[src/rtl/gpio_port_pkg.sv]
// Shared definitions for the GPIO port: register addresses and widths.
package gpio_port_pkg;
    localparam int ADDR_W = 2;
    localparam int MODE_W = 3;

    typedef enum logic [ADDR_W-1:0] {
        ADR_DATA = 2'd0,
        ADR_DIR  = 2'd1,
        ADR_PIN  = 2'd2,
        ADR_PULL = 2'd3
    } gpio_addr_e;
endpackage

[src/rtl/gpio_ctl_reg.sv]
// One control register of the port.
// Assumes: clear (power-on reset or hardware standby) wins over hold,
// and hold (manual reset or software standby) wins over a write.
module gpio_ctl_reg #(
    parameter int W = 8
) (
    input  logic         clk,
    input  logic         rst_n,
    input  logic         clr,
    input  logic         hold,
    input  logic         wr_en,
    input  logic [W-1:0] wdata,
    output logic [W-1:0] q
);
    // Register update: clear, then hold, then write.
    always_ff @(posedge clk) begin
        if (!rst_n || clr)
            q <= '0;
        else if (!hold && wr_en)
            q <= wdata;
    end

    a_r2_clear_on_stby: assert property (@(posedge clk) disable iff (!rst_n)
        clr |=> (q == '0));
    a_r6_hold_keeps: assert property (@(posedge clk) disable iff (!rst_n)
        (hold && !clr) |=> $stable(q));
    a_r3_write_lands: assert property (@(posedge clk) disable iff (!rst_n)
        (wr_en && !hold && !clr) |=> (q == $past(wdata)));
endmodule

[src/rtl/gpio_in_sync.sv]
// Two-flop synchroniser for the pad inputs, frozen while hold is active.
// Assumes: the pins are asynchronous; clear returns both stages to 0.
module gpio_in_sync #(
    parameter int W = 8
) (
    input  logic         clk,
    input  logic         rst_n,
    input  logic         clr,
    input  logic         hold,
    input  logic [W-1:0] pin_i,
    output logic [W-1:0] pin_q
);
    logic [W-1:0] stage1;

    // Two-stage capture of the pad levels.
    always_ff @(posedge clk) begin
        if (!rst_n || clr) begin
            stage1 <= '0;
            pin_q  <= '0;
        end else if (!hold) begin
            stage1 <= pin_i;
            pin_q  <= stage1;
        end
    end

    a_r9_first_stage: assert property (@(posedge clk) disable iff (!rst_n)
        (!hold && !clr) |=> (stage1 == $past(pin_i)));
    a_r6_sync_frozen: assert property (@(posedge clk) disable iff (!rst_n)
        (hold && !clr) |=> $stable(pin_q));
endmodule

[src/rtl/gpio_pull_gate.sv]
// Pull-up enable gating by direction and operating mode.
// Assumes: modes FULL_LO..FULL_LO+1 allow all bits, NARROW_LO..NARROW_LO+1
// allow bits W-1 down to NARROW_BIT, all other modes allow none.
module gpio_pull_gate #(
    parameter int W          = 8,
    parameter int MODE_W     = 3,
    parameter int NARROW_LO  = 4,
    parameter int FULL_LO    = 6,
    parameter int NARROW_BIT = 5
) (
    input  logic              clk,
    input  logic              rst_n,
    input  logic [MODE_W-1:0] mode,
    input  logic [W-1:0]      dir,
    input  logic [W-1:0]      pull,
    output logic [W-1:0]      pu_en
);
    localparam logic [W-1:0] FULL_MASK   = '1;
    localparam logic [W-1:0] NARROW_MASK = FULL_MASK << NARROW_BIT;

    logic [W-1:0] mode_mask;

    // Bits the current mode lets act.
    always_comb begin
        if (int'(mode) == FULL_LO || int'(mode) == FULL_LO + 1)
            mode_mask = FULL_MASK;
        else if (int'(mode) == NARROW_LO || int'(mode) == NARROW_LO + 1)
            mode_mask = NARROW_MASK;
        else
            mode_mask = '0;
    end

    // Per-bit pull-up enable.
    genvar i;
    generate
        for (i = 0; i < W; i++) begin : g_bit
            assign pu_en[i] = !dir[i] && pull[i] && mode_mask[i];
        end
    endgenerate

    a_r8_no_pull_on_output: assert property (@(posedge clk) disable iff (!rst_n)
        ((pu_en & dir) == '0));
    a_r8_mode_off: assert property (@(posedge clk) disable iff (!rst_n)
        (int'(mode) < NARROW_LO || int'(mode) > FULL_LO + 1) |-> (pu_en == '0));
    a_r8_narrow_low_off: assert property (@(posedge clk) disable iff (!rst_n)
        (int'(mode) == NARROW_LO || int'(mode) == NARROW_LO + 1)
        |-> ((pu_en & ~NARROW_MASK) == '0));
endmodule

[src/rtl/gpio_pullup_port.sv]
// Top of the GPIO port: register bank, input synchroniser, pin-state view
// and pull-up gating.
// Assumes: all control inputs are synchronous to clk; read data is
// combinational from bus_addr.
module gpio_pullup_port
    import gpio_port_pkg::*;
#(
    parameter int W = 8
) (
    input  logic              clk,
    input  logic              rst_n,
    input  logic              hw_stby,
    input  logic              warm_rst_n,
    input  logic              sw_stby,
    input  logic [MODE_W-1:0] op_mode,
    input  logic [ADDR_W-1:0] bus_addr,
    input  logic              bus_we,
    input  logic [W-1:0]      bus_wdata,
    output logic [W-1:0]      bus_rdata,
    input  logic [W-1:0]      pad_in,
    output logic [W-1:0]      pad_out,
    output logic [W-1:0]      pad_oe,
    output logic [W-1:0]      pad_pu_en
);
    localparam int NREG = 3;
    localparam gpio_addr_e REG_ADR [NREG] = '{ADR_DATA, ADR_DIR, ADR_PULL};

    logic         hold;
    logic [W-1:0] reg_q [NREG];
    logic [W-1:0] data_q, dir_q, pull_q, pin_q, pin_view;

    assign hold = !warm_rst_n || sw_stby;

    // One register per writable address.
    genvar r;
    generate
        for (r = 0; r < NREG; r++) begin : g_reg
            gpio_ctl_reg #(.W(W)) u_reg (
                .clk   (clk),
                .rst_n (rst_n),
                .clr   (hw_stby),
                .hold  (hold),
                .wr_en (bus_we && (bus_addr == REG_ADR[r])),
                .wdata (bus_wdata),
                .q     (reg_q[r])
            );
        end
    endgenerate

    assign data_q = reg_q[0];
    assign dir_q  = reg_q[1];
    assign pull_q = reg_q[2];

    gpio_in_sync #(.W(W)) u_sync (
        .clk   (clk),
        .rst_n (rst_n),
        .clr   (hw_stby),
        .hold  (hold),
        .pin_i (pad_in),
        .pin_q (pin_q)
    );

    gpio_pull_gate #(.W(W), .MODE_W(MODE_W)) u_pull (
        .clk   (clk),
        .rst_n (rst_n),
        .mode  (op_mode),
        .dir   (dir_q),
        .pull  (pull_q),
        .pu_en (pad_pu_en)
    );

    // Pin view: outputs show latched data, inputs show sampled level.
    assign pin_view = (dir_q & data_q) | (~dir_q & pin_q);

    // Read multiplexer by address.
    always_comb begin
        unique case (gpio_addr_e'(bus_addr))
            ADR_DATA: bus_rdata = data_q;
            ADR_DIR:  bus_rdata = dir_q;
            ADR_PIN:  bus_rdata = pin_view;
            ADR_PULL: bus_rdata = pull_q;
            default:  bus_rdata = '0;
        endcase
    end

    assign pad_out = data_q;
    assign pad_oe  = dir_q;

    a_r5_pin_write_ignored: assert property (@(posedge clk) disable iff (!rst_n)
        (bus_we && bus_addr == ADR_PIN && !hw_stby)
        |=> ($stable(data_q) && $stable(dir_q) && $stable(pull_q)));
    a_r1_por_clear: assert property (@(posedge clk) disable iff (!warm_rst_n)
        (!rst_n) |=> (pad_oe == '0 && pad_pu_en == '0));
endmodule

[config.mk]
export PLATFORM = sky130hd
export DESIGN_NAME = gpio_pullup_port
export DESIGN_NICKNAME = d
export VERILOG_FILES = /design/src/rtl/gpio_port_pkg.sv /design/src/rtl/gpio_ctl_reg.sv /design/src/rtl/gpio_in_sync.sv /design/src/rtl/gpio_pull_gate.sv /design/src/rtl/gpio_pullup_port.sv
export SDC_FILE = /design/constraint.sdc
export NUM_CORES = 1
export LEC_CHECK = 0
export ABC_AREA = 1
export ABC_CLOCK_PERIOD_IN_PS = 800
export BUFFER_PORTS_ARGS = -buffer_cell sky130_fd_sc_hd__buf_2
export CORE_ASPECT_RATIO = 1.2
export CORE_MARGIN = 1
export CORE_UTILIZATION = 45
export DETAILED_ROUTE_END_ITERATION = 7
export HOLD_SLACK_MARGIN = 0.1
export PLACE_DENSITY = 0.85
export REMOVE_ABC_BUFFERS = 1
export SYNTH_ARGS = -nofsm -noshare
export SYNTH_HDL_FRONTEND = slang
export SYNTH_SLANG_ARGS = --single-unit
[constraint.sdc]
create_clock -name clk -period 0.8 [get_ports clk]
set_input_delay 0.04 -clock clk [delete_from_list [all_inputs] [get_ports clk]]
set_output_delay 0.04 -clock clk [all_outputs]
set_load 0.05 [all_outputs]
==> metrics.txt, run 1 <==
Crit. path cell count 3; Comb pwr share between 10% and 20%; area leader, netlist dfxtp_1; path depth of the worst reg2reg path 5; GR Util All Layers 31.28%; DRC viols 0; total gr overflow 0; leakage approximately 1.4 nW; TritonCTS buffer count 5; CP max-delay cell dfxtp_4; Core Box Area 3973 um2; Slew HR approximately 70%; fillcell total 210; pwr dens 1323 nW/um2; Synth Flop Type dfxtp_1; Highest Signal Layer met4; worst-margin pin slew between 0.4 and 0.5 ns; Flop pwr share between 40 and 50%; HP Class primary input to register; Top delay family on crit path flip-flops; count leader, synth nand2_1; initial drt markers 400; drt first pass iters 5; r2r setup slk -0.13 ns; Post-synth top cells nand2_1 (88), nor2_1 (84), dfxtp_1 (40); Max Slew Vio Count 0; Final setup viols 42; Warnings, synthesis 0; final instance area 3312 um2; Final Hold Viols 0; Synth top area share between 40 and 50%; register area share after synthesis a little over two fifths; Clock Tree Root clkbuf_8; vias per cell around 5.7; CP Launch Type register; # rows 25; clock share of power slightly below 40%; Clock Pin Slew Worst Setup and Hold Paths 0.09 ns; HPWL after DPL approximately 3400 um; antenna violations before repair 0; Worst Hold End g_reg[2].u_reg.q[2]; number of global-route vias before repair approximately 2,200; Mapped Cells approximately 290; Post-DP Area around 2400 um2; RR Endpoint g_reg[1].u_reg.q[4]; worst setup margin -0.5704 ns; Tcrit/Tclk final 171.3%; met2 WL slightly above 4000 um; worst skew pair latency 0.29 ns; ys async rst share 0%; n_diodes 0; Initial Util between 40% and 50%; status finished with violations; P_int ~3.2 mW; first-pass GRT wire length roughly 10,000 um; vias about 2,600; layout cells sized above 1 43.11%; EDFF count, synth 0; failing checks negative setup slack; final WL between 8000 and 9000 um; io pins slightly below 60; Tmin final approximately 1.4 ns; Met3 Wirelength about 980 um; peak supply drop 1.150 mV; Max stage delay on crit path ~0.37 ns; Final #Nets about 430; worst hold start hw_stby; DP Worst Slack -0.2510 ns; WHS Path Cells 5; Die ar. approximately 4500 um2; Antenna Nets Post-Route 0; critical path type register to output pin; Die Span Y 72.98 um; wire per inst between 15 and 20 um; max-cap violation count 0; Cell Area, Synth between 1500 and 2000 um2; RSZ-0062 raised after global routing yes; port bufs 57; critical path arrival between 1 and 1.5 ns; CP Cell Sequence o211ai_1, nand4_1, buf_6; clock buffer depth 2; clk sinks 40; Crit Reg-Reg Startpoint g_reg[1].u_reg.q[4]; fmax 0.7297 GHz; die width just over 60 um; largest net degree at the start of global routing slightly above 40; syn_area_per_cell 6.583 um2; crit path max fanout 4; worst path required time 0.76 ns; P_sw about 1.2 mW; Final GP Congestion about 0.8; H-tree depth 2; CTS tree yes; Metal-1 WL 2894 um; CP startpoint g_reg[1].u_reg.q[4]; Worst Path Buf+Inv 1; area grow syn2layout 75.30%; top post-synthesis cells by area dfxtp_1 (42%), nand2_1 (17%), nor2_1 (17%), inv_1 (4.6%), o21ai_0 (4.2%); Synth Register Bits 40; Layout Skew 0.004852 ns; sw frac between 20% and 30%; Yosys cell types 17; Setup crit end kind output pin
==> state kept, by name, summed over array words and instances, names as in the netlist <==
name,flops
g.u_reg.q,24
u_sync.pin_q,8
u_sync.stage1,8
==> through the flow <==
step | setup TNS, ns | hold WS [ns] | power (mW) | std cells | utilization (%)
3_5_place_dp | -7.243 | 0.2921 | 2.557 | 420 | 60.91
2_1_floorplan | -20.82 | 0.2067 | 2.355 | 278 | -
6_report | -10.58 | 0.1662 | 4.382 | 453 | 83.37
3_3_place_gp | -5.741 | 0.2881 | 2.544 | 420 | 60.91
5_1_grt | -11.86 | 0.1877 | 4.513 | 453 | 83.37
4_1_cts | -7.591 | 0.1638 | 4.247 | 445 | 77.92
==> area by class of cell <==
class | instances | area [um2] | share of cell area [%]
multi-input combinational | 214 | 1067 | 32.23
clock buffer | 5 | 68.82 | 2.078
clock inverter | 3 | 42.54 | 1.284
tap | 54 | 67.56 | 2.040
sequential | 40 | 855.8 | 25.84
timing repair buffer | 113 | 1120 | 33.81
inverter | 24 | 90.09 | 2.720
==> power by group through the flow <==
stage	Sequential, mW	Combinational (mW)	Clock [mW]
floorplan	2.11	0.243	0
global placement	2.09	0.450	0
detailed placement	2.10	0.462	0
CTS	2.03	0.562	1.66
global route	2.03	0.709	1.78
finish	2.03	0.653	1.70
==> cells by family (layout without fill, tap and decap cells) <==
logic type      count (synthesis)  in the layout  synth area share [%]
simple gates                  190            190                 41.85
flops                          40             40                 42.38
buf+inv                        33            145                 8.343
compound gates                 24             24                 7.418
==> worst min-delay path, stage by stage <==
cell	delay, ns
buf_2	0.08
nor2_2	0.04
buf_12	0.16
nand2_1	0.08
nor2_1	0.03
==> worst max-delay path by stage <==
stage	slack [ns]	to
after CTS	-0.42	bus_rdata[3]
after detailed placement	-0.25	bus_rdata[3]
after floorplan	-0.98	pad_pu_en[3]
after global routing	-0.60	bus_rdata[0]
final	-0.57	bus_rdata[4]
after global placement	-0.19	bus_rdata[4]
==> layout by cell type (no fill, tap or decap) <==
| cell | count |
|---|---|
| dfxtp_2 | 14 |
| dfxtp_1 | 16 |
| nor3b_4 | 3 |
| clkinv_2 | 1 |
| buf_6 | 41 |
| inv_2 | 14 |
| buf_12 | 1 |
| nand2_2 | 7 |
| o211ai_1 | 8 |
| o21ai_1 | 1 |
| o21ai_0 | 15 |
| inv_1 | 10 |
| nand2_4 | 1 |
| buf_8 | 16 |
| clkinvlp_4 | 1 |
| buf_2 | 23 |
| dlygate4sd3_1 | 15 |
| nand4_1 | 8 |
| nor3b_2 | 2 |
| dfxtp_4 | 10 |
| nor2_1 | 73 |
| nor2_4 | 11 |
| buf_4 | 16 |
| bufinv_16 | 1 |
| nor2_2 | 4 |
| nand2_1 | 80 |
| dlymetal6s4s_1 | 1 |
| nand3_4 | 1 |
| clkbuf_8 | 5 |
==> per-layer routing <==
layer / global-route usage [%] / up-vias
met4: 16.92 / 0
met2: 51.21 / 215
met3: 9.220 / 70
li1: - / 1113
met5: 0 / -
met1: 35.78 / 1174
==> repair_timing <==
action | 4_1_cts | 5_1_grt
hold buffers | 16 | 0
resized for setup | 132 | 60
setup endpoints to repair | 32 | 50
buffers inserted | 2 | 11
endpoints found under the hold margin | 30 | 0
pin swaps | 9 | 18
gates cloned | 0 | 0
Power figures use the tool's default switching activity.
==> inputs of run 2 (changes only) <==
--- a/config.mk
+++ b/config.mk
@@ -14,7 +14,9 @@
 export DETAILED_ROUTE_END_ITERATION = 7
 export HOLD_SLACK_MARGIN = 0.1
 export PLACE_DENSITY = 0.85
+export RECOVER_POWER = 25
 export REMOVE_ABC_BUFFERS = 1
+export SKIP_LAST_GASP = 1
 export SYNTH_ARGS = -nofsm -noshare
 export SYNTH_HDL_FRONTEND = slang
 export SYNTH_SLANG_ARGS = --single-unit
==> run 2 against run 1 <==
The run still ends with negative setup slack left. Fmax shrank 2.4%. Critical path depth unchanged. Clock skew fell by 0.0031 ns. Total power down 1.7%. Setup slack worse by 0.034 ns. First-iteration DRC count is 47% lower. Via count decreased by 4.7%. Critical path type unchanged. Largest cell class unchanged. Largest power group unchanged.
==> metrics.txt, run 2 (same netlist as run 1, synthesis figures left out) <==
largest reg by FF count g.u_reg.q; Die ar. 4463 um2 (unchanged); Max stage delay on crit path 0.37 ns (about the same); final instance count without filler cells 451 (-0.44%); GR Util All Layers 31.24% (-0.047 points); critical path type register to output pin; Initial Util 47.56% (unchanged); HPWL after DPL 3407 um (unchanged); worst hold slack 0.1658 ns (-0.0003440 ns); CP max-delay cell dfxtp_4; Final GP Congestion 0.8005 (unchanged); drt first pass iters 5 (unchanged); number of global-route vias before repair 2,175 (+0.046%); antenna violations before repair 0 (unchanged); Largest regs g.u_reg.q: 24 flops, u_sync.pin_q: 8 flops, u_sync.stage1: 8 flops; final instance area 3242 um2 (-2.1%); Die Span Y 72.98 um (unchanged); Tcrit/Tclk final 175.5% (+4.3 points); Post-DP Area 2420 um2 (unchanged); port bufs 57 (unchanged); Final Hold Viols 0 (unchanged); critical path arrival 1.36 ns (+0.03 ns); io pins 59 (unchanged); vias per cell 5.437 (-4.2%); # rows 25 (unchanged); most frequent cells in the layout nand2_1 (81), nor2_1 (78), buf_6 (33); layout cells sized above 1 40.55% (-2.6 points); HP Class primary input to register; RSZ-0062 raised after global routing yes; commonest non-fill, non-tap cell in the layout nand2_1; die width 61.15 um (unchanged); fmax 0.7121 GHz (-2.4%); pwr dens 1328 nW/um2 (+0.41%); leakage 1.366 nW (-1.7%); DP Worst Slack -0.2510 ns (unchanged); area grow syn2layout 71.59%; Final setup viols 36 (-14%); wire per inst 16.69 um (-11%); Clock Tree Root clkbuf_8; vias 2,452 (-4.7%); Met3 Wirelength 666 um (-32%); CTS tree yes; max-cap violation count 0 (unchanged); clock buffer depth 2 (unchanged); met2 WL 3588 um (-13%); Tmin final 1.404 ns (+0.03403 ns); initial drt markers 213 (-47%); max FFs per register 24 (unchanged); failing checks negative setup slack; worst setup margin -0.6044 ns (-0.03403 ns); largest net degree at the start of global routing 41 (unchanged); Setup crit end kind output pin; TritonCTS buffer count 5 (unchanged); Metal-1 WL 2729 um (-5.7%); CP Cell Sequence o211ai_1, nand4_1, buf_6; final WL 7528 um (-11%); H-tree depth 2 (unchanged); total power 4.307 mW (-1.7%); Placed Cells 420 (unchanged); status finished with violations; Slew HR 67.48% (-1.7 points); peak supply drop 1.050 mV (-8.7%); DRC viols 0 (unchanged); total gr overflow 0 (unchanged); Max Slew Vio Count 0 (unchanged); crit path max fanout 5 (+1); Layout Skew 0.001737 ns (-0.003115 ns); worst skew pair latency 0.29 ns (about the same); Core Box Area 3973 um2 (unchanged); Clock Pin Slew Worst Setup and Hold Paths 0.09 ns (about the same); Highest Signal Layer met4; first-pass GRT wire length 9963 um (-0.83%); worst-margin pin slew 0.4867 ns (+0.02536 ns); n_diodes 0 (unchanged); worst path required time 0.76 ns (about the same); CP Launch Type register; Antenna Nets Post-Route 0 (unchanged); clk sinks 40 (unchanged); Final #Nets 423 (-0.47%)
run 2: power by group:
group / leakage, nW / total (mW) / internal, mW / switching [mW]
clock network: 0.0541 / 1.66 / 0.923 / 0.742
logic: 0.973 / 0.622 / 0.264 / 0.358
registers: 0.339 / 2.02 / 1.99 / 0.0287
run 2: metal layers:
metal / up-vias / track usage, %
met1: 1096 / 35.96
met2: 179 / 50.97
met4: 0 / 18.69
met3: 65 / 7.801
met5: - / 0
li1: 1112 / -
run 2: cell type report:
| class | instances | area [um2] |
|---|---|---|
| clock inverter | 3 | 42.54 |
| clock buffer | 5 | 68.82 |
| inverter | 24 | 90.09 |
| sequential | 40 | 858.3 |
| fill | 225 | 730.7 |
| multi-input combinational | 214 | 1032 |
| tap | 54 | 67.56 |
| timing repair buffer | 111 | 1082 |
run 2: worst max-delay path, delay by kind of cell, from the launching register on:
family | cells | cell delay (ns)
compound gates | 1 | 0.23
simple gates | 1 | 0.24
buf+inv | 1 | 0.23
flops | 1 | 0.37
run 2: timing repair:
| item | in CTS | in global routing |
|---|---|---|
| endpoints found under the setup margin | 32 | 47 |
| buffers inserted | 2 | 12 |
| pin swaps | 7 | 14 |
| gates resized for setup | 129 | 48 |
| hold buffers | 16 | 0 |
| endpoints found under the hold margin | 30 | 0 |
run 2: worst paths after layout:
path | startpoint | endpoint | slack [ns] | depth (start not counted)
setup / recovery | g_reg[1].u_reg.q[3] | bus_rdata[3] | -0.60 | 3
hold / removal | hw_stby | g_reg[0].u_reg.q[6] | 0.17 | 5
setup reg to reg | g_reg[1].u_reg.q[4] | g_reg[1].u_reg.q[4] | -0.05 | 4
hold reg to reg | u_sync.stage1[1] | u_sync.stage1[1] | 0.48 | 2
run 2: per-stage QoR:
stage | utilization (%) | TNS (ns)
after global routing | 81.61 | -10.63
final | 81.61 | -9.508
after floorplan | - | -20.82
after detailed placement | 60.91 | -7.243
after global placement | 60.91 | -5.741
after CTS | 77.64 | -7.651
